<file path="config.mk">
export PLATFORM = sky130hd
export DESIGN_NAME = chop_sinc3_decim
export DESIGN_NICKNAME = d
export VERILOG_FILES = /design/src/rtl/csd_pkg.sv /design/src/rtl/csd_rate_ctrl.sv /design/src/rtl/csd_sinc3_core.sv /design/src/rtl/csd_chop_avg.sv /design/src/rtl/chop_sinc3_decim.sv
export SDC_FILE = /design/constraint.sdc
export NUM_CORES = 1
export LEC_CHECK = 0
export ABC_CLOCK_PERIOD_IN_PS = 19000
export BUFFER_PORTS_ARGS = -buffer_cell sky130_fd_sc_hd__buf_2
export CAP_MARGIN = 10
export CORE_MARGIN = 5
export CORE_UTILIZATION = 49
export DETAILED_ROUTE_END_ITERATION = 10
export MAX_ROUTING_LAYER = met4
export PLACE_DENSITY = 0.73
export SYNTH_ARGS = -nofsm -noshare
export SYNTH_HDL_FRONTEND = slang
export SYNTH_SLANG_ARGS = --single-unit
</file>
<file path="constraint.sdc">
create_clock -name clk -period 19 [get_ports clk]
set_input_delay 1.9 -clock clk [delete_from_list [all_inputs] [get_ports clk]]
set_output_delay 1.9 -clock clk [all_outputs]
set_load 0.02 [all_outputs]
</file>
<file path="src/rtl/csd_pkg.sv">
package csd_pkg;

   // smallest r such that v <= 2**r
   function automatic int unsigned ceil_log2(input int unsigned v);
      int unsigned r;
      r = 0;
      for (int i = 0; i < 31; i++) begin
         if ((32'd1 << i) < v) r = i + 1;
      end
      return r;
   endfunction

endpackage

</file>
<file path="src/rtl/csd_rate_ctrl.sv">
module csd_rate_ctrl #(
   parameter int SF_W   = 8,
   parameter int SF_MIN = 13,
   parameter int ORDER  = 3,
   parameter int OUT_W  = 16,
   parameter int SH_W   = 6
) (
   input  logic            clk,
   input  logic            rst_n,
   input  logic [SF_W-1:0] sf_word,
   output logic            restart,
   output logic            dec_tick,
   output logic            period_end,
   output logic            chop_phase,
   output logic [SH_W-1:0] shr
);
   localparam int N_W  = SF_W + 3;
   localparam int PH_W = (ORDER > 1) ? $clog2(ORDER) : 1;

   logic [SF_W-1:0] sf_q, sf_eff;
   logic [N_W-1:0]  n_dec, dec_cnt;
   logic [PH_W-1:0] ph_cnt;
   logic            ph_last, chop_q, tick_raw;
   int unsigned     k_bits;

   assign restart  = (sf_word != sf_q);
   assign sf_eff   = (sf_q < SF_W'(SF_MIN)) ? SF_W'(SF_MIN) : sf_q;
   assign n_dec    = {sf_eff, 3'b000};
   assign tick_raw = (dec_cnt == n_dec - N_W'(1));
   assign ph_last  = (ph_cnt == PH_W'(ORDER - 1));

   assign dec_tick   = tick_raw && !restart;
   assign period_end = tick_raw && ph_last && !restart;
   assign chop_phase = chop_q;

   always_comb begin
      k_bits = csd_pkg::ceil_log2(32'(n_dec));
      shr    = SH_W'(ORDER * int'(k_bits) - (OUT_W - 2));
   end

   always_ff @(posedge clk or negedge rst_n) begin
      if (!rst_n) begin
         sf_q    <= '0;
         dec_cnt <= '0;
         ph_cnt  <= '0;
         chop_q  <= 1'b0;
      end else if (restart) begin
         sf_q    <= sf_word;
         dec_cnt <= '0;
         ph_cnt  <= '0;
         chop_q  <= 1'b0;
      end else if (tick_raw) begin
         dec_cnt <= '0;
         if (ph_last) begin
            ph_cnt <= '0;
            chop_q <= ~chop_q;
         end else begin
            ph_cnt <= ph_cnt + PH_W'(1);
         end
      end else begin
         dec_cnt <= dec_cnt + N_W'(1);
      end
   end

   // the decimation counter never reaches the ratio
   a_r3_cnt_range: assert property (@(posedge clk) disable iff (!rst_n)
      dec_cnt < n_dec);

   // the phase counter stays below the filter order
   a_r4_phase_range: assert property (@(posedge clk) disable iff (!rst_n)
      int'(ph_cnt) < ORDER);

   // the chop phase moves only at a period end or a restart
   a_r4_chop_edge: assert property (@(posedge clk) disable iff (!rst_n)
      (!period_end && !restart) |=> $stable(chop_q));
endmodule

</file>
<file path="src/rtl/csd_sinc3_core.sv">
module csd_sinc3_core #(
   parameter int ORDER = 3,
   parameter int ACC_W = 34
) (
   input  logic                    clk,
   input  logic                    rst_n,
   input  logic                    clear,
   input  logic                    bit_pos,
   input  logic                    dec_tick,
   output logic signed [ACC_W-1:0] y_now
);
   logic signed [ACC_W-1:0] x_val;
   logic signed [ACC_W-1:0] ichain [ORDER+1];
   logic signed [ACC_W-1:0] cchain [ORDER+1];

   assign x_val     = bit_pos ? ACC_W'(1) : {ACC_W{1'b1}};
   assign ichain[0] = x_val;
   assign cchain[0] = ichain[ORDER];
   assign y_now     = cchain[ORDER];

   for (genvar g = 0; g < ORDER; g++) begin : g_integ
      logic signed [ACC_W-1:0] acc_q;
      assign ichain[g+1] = acc_q + ichain[g];
      always_ff @(posedge clk or negedge rst_n) begin
         if (!rst_n)     acc_q <= '0;
         else if (clear) acc_q <= '0;
         else            acc_q <= ichain[g+1];
      end
      if (g == 0) begin : g_chk
         // each accepted sample moves the first stage by exactly one step
         a_r2_unit_step: assert property (@(posedge clk) disable iff (!rst_n)
            !clear |=> ((acc_q - $past(acc_q)) == ACC_W'(1) ||
                        (acc_q - $past(acc_q)) == {ACC_W{1'b1}}));
      end
   end

   for (genvar g = 0; g < ORDER; g++) begin : g_comb
      logic signed [ACC_W-1:0] dly_q;
      assign cchain[g+1] = cchain[g] - dly_q;
      always_ff @(posedge clk or negedge rst_n) begin
         if (!rst_n)        dly_q <= '0;
         else if (clear)    dly_q <= '0;
         else if (dec_tick) dly_q <= cchain[g];
      end
   end
endmodule

</file>
<file path="src/rtl/csd_chop_avg.sv">
module csd_chop_avg #(
   parameter int ACC_W = 34,
   parameter int OUT_W = 16,
   parameter int SH_W  = 6
) (
   input  logic                    clk,
   input  logic                    rst_n,
   input  logic                    clear,
   input  logic                    period_end,
   input  logic signed [ACC_W-1:0] y_now,
   input  logic [SH_W-1:0]         shr,
   output logic [OUT_W-1:0]        data_out,
   output logic                    data_valid
);
   localparam logic signed [ACC_W:0] SAT_HI = (ACC_W+1)'(2**(OUT_W-1) - 1);
   localparam logic signed [ACC_W:0] SAT_LO = -SAT_HI - 1;

   logic signed [ACC_W-1:0] prev_q;
   logic                    have_prev;
   logic signed [ACC_W:0]   sum_w, scaled;
   logic [OUT_W-1:0]        sat_v;

   assign sum_w  = $signed({y_now[ACC_W-1], y_now}) + $signed({prev_q[ACC_W-1], prev_q});
   assign scaled = sum_w >>> shr;

   always_comb begin
      if (scaled > SAT_HI)      sat_v = SAT_HI[OUT_W-1:0];
      else if (scaled < SAT_LO) sat_v = SAT_LO[OUT_W-1:0];
      else                      sat_v = scaled[OUT_W-1:0];
   end

   always_ff @(posedge clk or negedge rst_n) begin
      if (!rst_n) begin
         prev_q     <= '0;
         have_prev  <= 1'b0;
         data_out   <= '0;
         data_valid <= 1'b0;
      end else if (clear) begin
         prev_q     <= '0;
         have_prev  <= 1'b0;
         data_valid <= 1'b0;
      end else if (period_end) begin
         prev_q     <= y_now;
         have_prev  <= 1'b1;
         data_valid <= have_prev;
         if (have_prev) data_out <= sat_v;
      end else begin
         data_valid <= 1'b0;
      end
   end

   // the strobe never lasts two cycles
   a_r7_one_cycle: assert property (@(posedge clk) disable iff (!rst_n)
      data_valid |=> !data_valid);

   // a strobe follows a period end
   a_r7_after_end: assert property (@(posedge clk) disable iff (!rst_n)
      $rose(data_valid) |-> $past(period_end));
endmodule

</file>
<file path="src/rtl/chop_sinc3_decim.sv">
module chop_sinc3_decim #(
   parameter int SF_W   = 8,
   parameter int SF_MIN = 13,
   parameter int ORDER  = 3,
   parameter int OUT_W  = 16
) (
   input  logic             clk,
   input  logic             rst_n,
   input  logic             mod_bit,
   input  logic [SF_W-1:0]  sf_word,
   output logic [OUT_W-1:0] data_out,
   output logic             data_valid,
   output logic             chop_phase
);
   localparam int MAX_N = 8 * (2**SF_W - 1);
   localparam int ACC_W = ORDER * $clog2(MAX_N) + 1;
   localparam int SH_W  = $clog2(ORDER * $clog2(MAX_N) + 2);

   if (SF_MIN < 1) begin : g_bad_min
      $error("SF_MIN must be positive");
   end
   if (ORDER * $clog2(8 * SF_MIN) < OUT_W - 1) begin : g_bad_shift
      $error("SF_MIN too small for the output width");
   end
   if (ACC_W > 62) begin : g_bad_acc
      $error("accumulator too wide");
   end

   logic                    restart, dec_tick, period_end, bit_pos;
   logic [SH_W-1:0]         shr;
   logic signed [ACC_W-1:0] y_now;

   assign bit_pos = mod_bit ^ chop_phase;

   csd_rate_ctrl #(.SF_W(SF_W), .SF_MIN(SF_MIN), .ORDER(ORDER), .OUT_W(OUT_W), .SH_W(SH_W))
   u_rate (
      .clk(clk), .rst_n(rst_n), .sf_word(sf_word), .restart(restart),
      .dec_tick(dec_tick), .period_end(period_end), .chop_phase(chop_phase), .shr(shr)
   );

   csd_sinc3_core #(.ORDER(ORDER), .ACC_W(ACC_W)) u_core (
      .clk(clk), .rst_n(rst_n), .clear(restart), .bit_pos(bit_pos),
      .dec_tick(dec_tick), .y_now(y_now)
   );

   csd_chop_avg #(.ACC_W(ACC_W), .OUT_W(OUT_W), .SH_W(SH_W)) u_avg (
      .clk(clk), .rst_n(rst_n), .clear(restart), .period_end(period_end),
      .y_now(y_now), .shr(shr), .data_out(data_out), .data_valid(data_valid)
   );

   // a strobe coincides with a flip of the chop phase
   a_r4_flip_on_strobe: assert property (@(posedge clk) disable iff (!rst_n)
      $rose(data_valid) |-> (chop_phase != $past(chop_phase)));

   // a restart clears the strobe and the chop phase
   a_r8_restart_clear: assert property (@(posedge clk) disable iff (!rst_n)
      restart |=> (!data_valid && !chop_phase));

   // the output word holds between strobes
   a_r10_hold: assert property (@(posedge clk) disable iff (!rst_n)
      !data_valid |-> $stable(data_out));
endmodule

</file>
After elaboration in Yosys (flattened, before gate mapping)
Index checks and enable logic that the tools add are counted.
W data, S select, Z words.

cells by class
  $lt $le $gt $ge = 14
  reduce and logical (&&, ||, !) cells = 10
  add/subtract/negate cells = 11
  shifts and indexed selects = 1
  bitwise logic cells = 3
  mux-type cells = 38
  multiply operators = 1
  div/mod/pow operators = 0
  eq/ne operators = 3

operator list
  operator                 number
  $mux W34                 12
  $mux W32                 10
  $add A34 B34 Y34         3
  $sub A34 B34 Y34         3
  $add A34 B34 Y35         1
  $gt A35 B16 Y1 const B   1
  $lt A35 B16 Y1 const B   1
  $sshr A35 B6 Y35         1
  $mul A3 B32 Y6 const A   1
  $mux W16                 2
  $mux W11                 2
  $add A11 B1 Y11 const B  1
  $eq A11 B11 Y1           1
  $lt A1 B11 Y1 const A    1
  $lt A10 B11 Y1 const A   1
  $lt A11 B11 Y1 const A   1
  $lt A2 B11 Y1 const A    1
  $lt A3 B11 Y1 const A    1
  $lt A4 B11 Y1 const A    1
  $lt A5 B11 Y1 const A    1
  $lt A6 B11 Y1 const A    1
  $lt A7 B11 Y1 const A    1
  $lt A8 B11 Y1 const A    1
  $lt A9 B11 Y1 const A    1
  16 further kinds         31

storage, ports and cells
  RAM bits = 0
  logic and storage cells = 95
  memory bits (read-only) = 0
  output and inout bits = 18
  latch bits = 0
  memories kept = 0
  register bits after elaboration = 278
  bits of input ports = 11

Longest topological paths before layout
Gate-level depths: netlist of run 1.

  word-level depth = 20
  gate-level depth with buffers = 75

By module
From an unflattened synthesis of run 1, not the netlist that was laid out.

second synthesis, totals
  cells, all modules = 3172
  area, all modules = 26490.4 µm²

by module, submodules not included
  module            cells an instance  seq. area each (µm²)  area an instance (µm²)  instances
  csd_sinc3_core    2016               5104.9                17385.4                 1
  csd_chop_avg      988                1301.2                7569.8                  1
  csd_rate_ctrl     167                550.5                 1526.5                  1
  chop_sinc3_decim  1                  0.0                   8.8                     1

Worst setup path before layout of run 1
Ideal clock, no wire load.

  kind = input -> register
  from = input port mod_bit
  to = register u_avg.data_out[2]
  cell stages on the path = 67
  buffers on the path = 6
  data arrival time = 15.066 ns
  data required time = 18.923 ns
  library setup time = 0.077 ns
  path slack = 3.857 ns
  cell sequence = xor2_2 > buf_2 > buf_1 > clkbuf_1 > buf_1 > xnor2_1 > ha_1 > nor3_1 > o21ai_0 > or4_1 > and2_1 > xnor2_1 > ha_1 > or3_1 > o211ai_1 > o21ai_0 > o21a_1 > nor2_1 > [... 31 more ...] > a21oi_1 > o311ai_0 > xor2_1 > ha_1 > clkbuf_1 > o21a_1 > o22ai_1 > or2_2 > o211ai_1 > nand3_1 > and2_1 > mux4_2 > a22oi_1 > a41oi_1 > o31ai_2 > buf_4 > o2111ai_1 > a21oi_1

between the ends
  word-level cells in the longest chain between the ends = 13

RTL lines
  item                                RTL line                RTL
  start: declaration                  chop_sinc3_decim.sv:9   input logic mod_bit,
  $xor A1 B1 Y1 (*)                   chop_sinc3_decim.sv:33  assign bit_pos = mod_bit ^ chop_phase;
  $mux W34 (*)                        csd_sinc3_core.sv:16    assign x_val = bit_pos ? ACC_W'(1) : {ACC_W{1'b1}};
  $add A34 B34 Y34 (*) (3 in series)  csd_sinc3_core.sv:23    assign ichain[g+1] = acc_q + ichain[g];
  $sub A34 B34 Y34 (*) (3 in series)  csd_sinc3_core.sv:39    assign cchain[g+1] = cchain[g] - dly_q;
  $add A34 B34 Y35 (*)                csd_chop_avg.sv:23      assign sum_w = $signed({y_now[ACC_W-1], y_now}) + $signed({prev_q[ACC_W-1], prev_q});
  $sshr A35 B6 Y35 (*)                csd_chop_avg.sv:24      assign scaled = sum_w >>> shr;
  $lt A35 B16 Y1                      csd_chop_avg.sv:28      else if (scaled < SAT_LO) sat_v = SAT_LO[OUT_W-1:0];
  $mux W16                            csd_chop_avg.sv:28
  $mux W16 (*)                        csd_chop_avg.sv:27      if (scaled > SAT_HI) sat_v = SAT_HI[OUT_W-1:0];
  end signal: assignment              csd_chop_avg.sv:46      if (have_prev) data_out <= sat_v;
  end: declaration                    csd_chop_avg.sv:12      output logic [OUT_W-1:0] data_out,

Mark *: on every way between the ends. The rest lies on a longest branch, timed or not.
A chain may end at the register's enable or synchronous reset.

Worst setup path after layout of run 1
Same ends and word-level chain as after synthesis.

==> summary.txt, run 1 <==
GRT
  • GRT Util Overall: 21.7%
  • First-pass GRT wire length: 102 mm
  • Largest net degree at the start of global routing: 91
  • Initial antenna violation count: 0
  • Number of global-route vias before repair: 20400
  • Grt ovf: 0

Power
  • Final Power: 2.81 mW
  • Power Dens Cells: 104 nW/µm²
  • Maximum vdd ir drop: 0.0511 mV
  • P_leak: 11.7 nW

Synthesis
  • Largest cells by area after synthesis: dfrtp_1 (28%), ha_1 (11%), a21oi_1 (7.4%)
  • Asr flop ratio synth: 100%
  • Sequential area share after synthesis: 27.7%
  • Synth cell types: 100
  • Post-synthesis register bit count: 278
  • Yosys Warn Count: 0
  • Synth Area per Inst: 7.92 µm²
  • Mapped Cells: 3170
  • Synth Net Count: 3409
  • Post-synth EDFFs: 0
  • Top_reg_cell synth: dfrtp_1
  • Area leader, netlist: dfrtp_1
  • Share of the synthesized area in the top cell type: 27.7%
  • Cell Area, Synth: 25100 µm²

Placement
  • Dpl cells: 3756
  • GP Congestion: 0.942
  • Placed Area: 25700 µm²
  • # port buffers: 28
  • DP HPWL: 43.7 mm

Routing
  • DRT iter0 DRCs: 1592
  • Vias: 22200
  • Antenna Violating Nets Remaining: 0
  • # DRC: 0
  • Pre-antenna DRT Iters: 6
  • Final wirelength: 60.8 mm
  • Detail-routed net length per standard cell: 15.9 µm
  • Via density: 5.81

Finish
  • Commonest non-fill, non-tap cells in the layout: nand2_1 (418), a21oi_1 (371), dfrtp_1 (278)
  • Non-filler instance count after layout: 3820
  • Fin util: 52.8%
  • Commonest non-fill, non-tap cell in the layout: nand2_1
  • Filler cell count: 4886
  • Share of cells above drive strength 1: 5.83%
  • Nets@finish: 3352
  • Design Area, Final: 27000 µm²
  • Synthesis-to-layout area growth: 7.38%
  • Antenna diodes: 0

STA
  • Worst-margin pin slew: 1.00 ns
  • Final Hold Vio Count: 0
  • Worst slew margin: 32.8%
  • Crit share post-route: 83.3%
  • Final number of setup-violating endpoints: 0
  • Fin Setup TNS: 0 ns
  • Slew Viols, Final: 0
  • RSZ-0062 raised after global routing: false
  • Setup Skew: 0.0293 ns
  • Crit path time final: 15.82 ns
  • Max Clk Rate: 63.2 MHz

Setup path
  • Worst Path Max Fanout: 48
  • CP Capture Type: flop
  • Worst Path Buf+Inv: 2
  • WP data required: 19.49 ns
  • CP max stage delay: 0.67 ns
  • Crit path DAT: 16.30 ns
  • Critical-path top delay cell: o31ai_2
  • Critical path's top delay family: compound AO/OA/AOI/OAI gates
  • WS Path Type: input port to flop
  • Startpoint types: input port

Clock tree
  • Clock Latency Late Sink: 0.58 ns
  • CTS max path bufs: 3
  • Postcts setup bufs: 0
  • Clk sinks: 278
  • Hold-fix buffers, CTS: 0
  • Num CTS Buffers: 35
  • CTS Root Buffer Type: clkbuf_16
  • CTS tree: built
  • Post_cts resized: 0
  • Clk slew on worst S/H paths: 0.05 ns
  • Max H-tree Level: 2

Min path
  • Worst hold path type: flop to flop

Floorplanning
  • Std-Cell Rows: 83
  • Height of the die: 236 µm
  • Initial core utilization: 49.2%
  • Die ar.: 55900 µm²
  • # IOs: 29
  • Core footprint: 51100 µm²
  • Die width: 236 µm

Outcome
  • Outcome: finished clean

Run
  • Total of max-cap violations: 0
synth_stat cells (15+ instances only):
master / count
or3_1: 25
a31oi_1: 32
and2_1: 109
inv_1: 179
clkbuf_1: 115
nand2b_1: 28
ha_1: 221
and3_1: 37
o211ai_1: 26
a21o_1: 72
nand3_1: 82
nand2_1: 419
nor4_1: 15
a21oi_1: 371
a211oi_1: 39
xnor2_1: 163
a211o_1: 21
dfrtp_1: 278
nor2_1: 232
o21bai_1: 35
nor2b_1: 24
xor2_1: 71
nor3_1: 58
mux2i_1: 27
o21a_1: 43
o21ai_0: 146
nand4_1: 31
kinds of logic after synthesis:
| family | Yosys count | share of synthesized area (%) |
|---|---|---|
| mux | 44 | 2.24 |
| flops | 278 | 27.7 |
| compound gates | 945 | 23.9 |
| buf+inv | 329 | 5.22 |
| fa+ha+maj | 232 | 11.7 |
| simple gates | 1102 | 20.6 |
| xor+xnor | 240 | 8.63 |
area by class of cell:
class                      count  area [µm²]  area share (%)
sequential                   278        6960            25.8
clock buffer                  51        1030            3.80
inverter                     181         684            2.54
timing repair buffer          54         345            1.28
tap                          680         851            3.15
multi-input combinational   2563       16900            62.6
clock inverter                13         215           0.798
metrics by stage:
stage / setup WS (ns) / hold WS (ns)
4_1_cts: 3.25 / 0.524
5_1_grt: 1.81 / 0.532
3_3_place_gp: 2.90 / 0.502
3_5_place_dp: 2.73 / 0.511
2_1_floorplan: 3.86 / 0.483
6_report: 3.18 / 0.518
power by group:
part	internal (mW)	switching (mW)
combinational	0.551	0.947
clock	0.434	0.284
sequential	0.596	0.00332
worst register-to-register path, delay by kind of cell, from the launching register on:
family                     cells  cell delay, ns
muxes                          1            0.57
AOI/OAI and AO/OA             34            7.51
buffers and inverters          1            0.50
adders and majority gates      6            1.92
xor gates and xnor gates       8            1.44
DFF                            1            0.50
and+or+nand+nor               11            2.35
path summary, 6_finish.rpt:
| kind | from | endpoint | slack [ns] | depth (start not counted) |
|---|---|---|---|---|
| setup / recovery | mod_bit | u_avg.data_out[2] | 3.18 | 62 |
| hold / removal | u_avg.have_prev | u_avg.have_prev | 0.52 | 2 |
| setup reg to reg | u_rate.chop_phase | u_avg.data_out[2] | 4.12 | 61 |
| hold reg to reg | u_avg.have_prev | u_avg.have_prev | 0.52 | 2 |
| max in group asynchronous | rst_n | u_core.g_integ[0].acc_q[7] | 15.54 | 3 |
| min in group asynchronous | rst_n | u_avg.data_out[0] | 1.33 | 1 |
per-layer routing:
layer	wire length, µm	GRT usage, %	vias to the layer above	share of wire [%]
li1	-	-	11100	-
met1	29500	31.0	10500	48
met3	2900	3.06	87	4.8
met2	27400	33.3	464	45
met5	0	-	-	0
met4	1030	4.18	0	1.7
state kept, by name, summed over array words and instances (netlist names):
register,cells
u_avg.data_out,16
u_avg.data_valid,1
u_avg.have_prev,1
u_avg.prev_q,34
u_core.g_comb.dly_q,102
u_core.g_integ.acc_q,102
u_rate.chop_phase,1
u_rate.dec_cnt,11
u_rate.ph_cnt,2
u_rate.sf_q,8
Note: power is estimated with default switching activity, not from simulation.
==> run 2, diff against run 1 <==
--- a/config.mk
+++ b/config.mk
@@ -5,7 +5,8 @@
 export SDC_FILE = /design/constraint.sdc
 export NUM_CORES = 1
 export LEC_CHECK = 0
-export ABC_CLOCK_PERIOD_IN_PS = 19000
+export ABC_AREA = 1
+export ABC_CLOCK_PERIOD_IN_PS = 15100
 export BUFFER_PORTS_ARGS = -buffer_cell sky130_fd_sc_hd__buf_2
 export CAP_MARGIN = 10
 export CORE_MARGIN = 5
==> constraint.sdc (replaced) <==
create_clock -name clk -period 15.1 [get_ports clk]
set_input_delay 1.51 -clock clk [delete_from_list [all_inputs] [get_ports clk]]
set_output_delay 1.51 -clock clk [all_outputs]
set_load 0.02 [all_outputs]
==> run 2 against run 1 <==
Effect of this change: sequential share of layout area decreased by 0.33 points; first-iteration DRC count increased by 2.7%; die area increased by 0.99%; flip-flop and latch count unchanged; combinational power increased by 28%; sequential power increased by 25%; worst hold slack got worse by 0.049 ns; critical path depth increased by 25; non-clock buffer count decreased by 9.
==> summary.txt, run 2 <==
Floorplanning
  • Die width: 238 µm
  • Core footprint: 51300 µm²
  • Die ar.: 56400 µm²
  • Height of the die: 238 µm
  • Initial core utilization: 49.5%
  • # IOs: 29
  • Std-Cell Rows: 83

Finish
  • Commonest non-fill, non-tap cells in the layout: nand2_1 (1013), inv_1 (596), nor2_1 (308)
  • Synthesis-to-layout area growth: 7.67%
  • Top flop regs: u_core.g_comb.dly_q x102, u_core.g_integ.acc_q x102, u_avg.prev_q x34
  • Nets@finish: 4016
  • Design Area, Final: 27300 µm²
  • Share of cells above drive strength 1: 4.65%
  • Commonest non-fill, non-tap cell in the layout: nand2_1

Clock tree
  • Clock Latency Late Sink: 0.56 ns
  • Clk sinks: 278
  • CTS tree: built
  • Max H-tree Level: 2
  • Hold-fix buffers, CTS: 0
  • Num CTS Buffers: 36
  • CTS Root Buffer Type: clkbuf_16
  • Clk slew on worst S/H paths: 0.06 ns
  • CTS max path bufs: 3

Run
  • Total of max-cap violations: 0

Synthesis
  • Synth Area per Inst: 6.71 µm²
  • Asr flop ratio synth: 100%
  • Mapped Cells: 3782
  • Post-synthesis register bit count: 278
  • Commonest cells in the netlist: nand2_1 (1015), inv_1 (599), nor2_1 (310)
  • Largest cells by area after synthesis: dfrtp_1 (27%), nand2_1 (15%), ha_1 (11%)
  • Area leader, netlist: dfrtp_1
  • Synth cell types: 60
  • Synth Net Count: 4021
  • Post-synth EDFFs: 0
  • Share of the synthesized area in the top cell type: 27.4%
  • Most common cell in the netlist: nand2_1
  • Yosys Warn Count: 0
  • Top_reg_cell synth: dfrtp_1
  • Sequential area share after synthesis: 27.4%
  • Cell Area, Synth: 25400 µm²

Power
  • Maximum vdd ir drop: 0.0804 mV
  • Clock share of power: 24.4%
  • P_leak: 14.6 nW
  • Net switching power: 1.65 mW
  • Power Dens Cells: 129 nW/µm²
  • Logic gate share of total power: 54.4%
  • Reg power frac: 21.2%
  • Cell Int Power: 1.88 mW
  • Switching Share: 46.7%

Setup path
  • CP Capture Type: flop
  • Worst Path Max Fanout: 15
  • Startpoint types: input port
  • WS Path Type: input port to flop
  • Worst Path Buf+Inv: 14
  • Critical path's top delay family: simple AND/OR/NAND/NOR gates
  • WP data required: 15.58 ns
  • Critical-path top delay cell: ha_1
  • Most common cell on crit path: nand2_1
  • Crit path DAT: 14.07 ns
  • CP max stage delay: 0.39 ns

Routing
  • Final wirelength: 65.8 mm
  • # DRC: 0
  • Pre-antenna DRT Iters: 6
  • Via density: 5.30
  • DRT iter0 DRCs: 1635
  • Vias: 23800
  • Detail-routed net length per standard cell: 14.7 µm
  • Antenna Violating Nets Remaining: 0

STA
  • Worst slew margin: 24.2%
  • Setup Skew: 0.0201 ns
  • Max Clk Rate: 73.6 MHz
  • Crit share post-route: 90.0%
  • Crit path time final: 13.59 ns
  • Worst-margin pin slew: 1.14 ns
  • Final number of setup-violating endpoints: 0
  • Slew Viols, Final: 0
  • RSZ-0062 raised after global routing: false
  • Final Hold Vio Count: 0
  • Fin Setup TNS: 0 ns

Min path
  • Worst hold path type: flop to flop

Placement
  • Placed Area: 26100 µm²
  • DP HPWL: 51.1 mm
  • GP Congestion: 0.946
  • # port buffers: 28

GRT
  • GRT Util Overall: 23.6%
  • GR Util met3: 2.44%
  • First-pass GRT wire length: 110 mm
  • Initial antenna violation count: 0
  • GRT met1 Usage: 30.8%
  • Grt ovf: 0
  • Largest net degree at the start of global routing: 102
  • Met2 Use GR: 39.0%
  • Number of global-route vias before repair: 22700
  • Most used routing layer in global routing: met2

Outcome
  • Outcome: finished clean
[run 2: changes by cell type in the layout (fill, tap and decap cells not counted), sizes merged, moves of 87 or more]
cell	before	now
nand2	419	1027
xnor2	165	61
o21ai	151	258
inv	181	609
nand3	83	224
a21oi	372	250
and2	110	5
xor2	72	159
[run 2: logic make-up (layout without fill, tap and decap cells)]
family / Yosys count / count (layout) / share of synthesized area, %
other: 0 / 1 / 0
buffers and inverters: 697 / 720 / 10.7
adders and majority gates: 228 / 228 / 11.4
xor gates and xnor gates: 220 / 220 / 7.59
AOI/OAI and AO/OA: 695 / 695 / 15.7
muxes: 3 / 3 / 0.118
DFF: 278 / 278 / 27.4
and+or+nand+nor: 1661 / 1661 / 27.0
[run 2: power by group through the flow]
stage               clock (mW)  sequential [mW]  combinational [mW]
finish                   0.862            0.750                1.92
CTS                      0.883            0.750                1.90
global route             0.909            0.750                2.17
floorplan                    0            0.763                1.44
detailed placement           0            0.763                1.88
global placement             0            0.763                1.88
[run 2: layout make-up]
cell class | instances | area (µm²)
flip-flops and latches | 278 | 6960
diodes | 1 | 2.50
repair buffers | 45 | 285
well taps | 680 | 851
inverters | 609 | 2290
multi-input cells | 2807 | 15800
fillers | 5092 | 24000
clock buffers | 54 | 1080
clock inverters | 12 | 98.8
[run 2: stage by stage]
stage / worst slack, ns / power (mW) / util, % / cells / hold slack (ns)
finish: 1.51 / 3.53 / 53.3 / 4486 / 0.469
global route: 0.0310 / 3.83 / 53.3 / 4485 / 0.478
CTS: 0.904 / 3.53 / 53.1 / 4482 / 0.466
detailed placement: 0.439 / 2.65 / 50.8 / 4416 / 0.454
global placement: 0.699 / 2.64 / 50.8 / 4416 / 0.449
floorplan: 2.42 / 2.20 / - / 3782 / 0.433
[run 2: worst reg2reg max path, delay by kind of cell, from the launching register on]
kind	cells	cell delay, ns
AOI/OAI and AO/OA	18	3.31
xor gates and xnor gates	6	1.32
adders and majority gates	7	2.27
buffers and inverters	13	1.06
DFF	1	0.46
and+or+nand+nor	42	4.53
[run 2: worst paths after layout]
path | start | to | slack (ns) | cells after the start
min | u_rate.dec_cnt[0] | u_rate.dec_cnt[0] | 0.47 | 1
max in group asynchronous | rst_n | u_rate.sf_q[1] | 11.86 | 3
min reg2reg | u_rate.dec_cnt[0] | u_rate.dec_cnt[0] | 0.47 | 1
min in group asynchronous | rst_n | u_core.g_comb[1].dly_q[12] | 0.90 | 1
max reg2reg | u_rate.chop_phase | u_avg.data_out[8] | 2.10 | 86
max | mod_bit | u_avg.data_out[8] | 1.51 | 87
[run 2: per-layer routing]
metal  part of all wire (%)  wire length, µm
met5                      0                0
met1                     46            30300
met3                    4.4             2890
met4                    3.0             1990
met2                     46            30500
[run 2: timing repair]
item | in CTS | in global routing
setup endpoints to repair | 0 | 15
gates resized for setup | 0 | 26
buffers inserted | 0 | 2
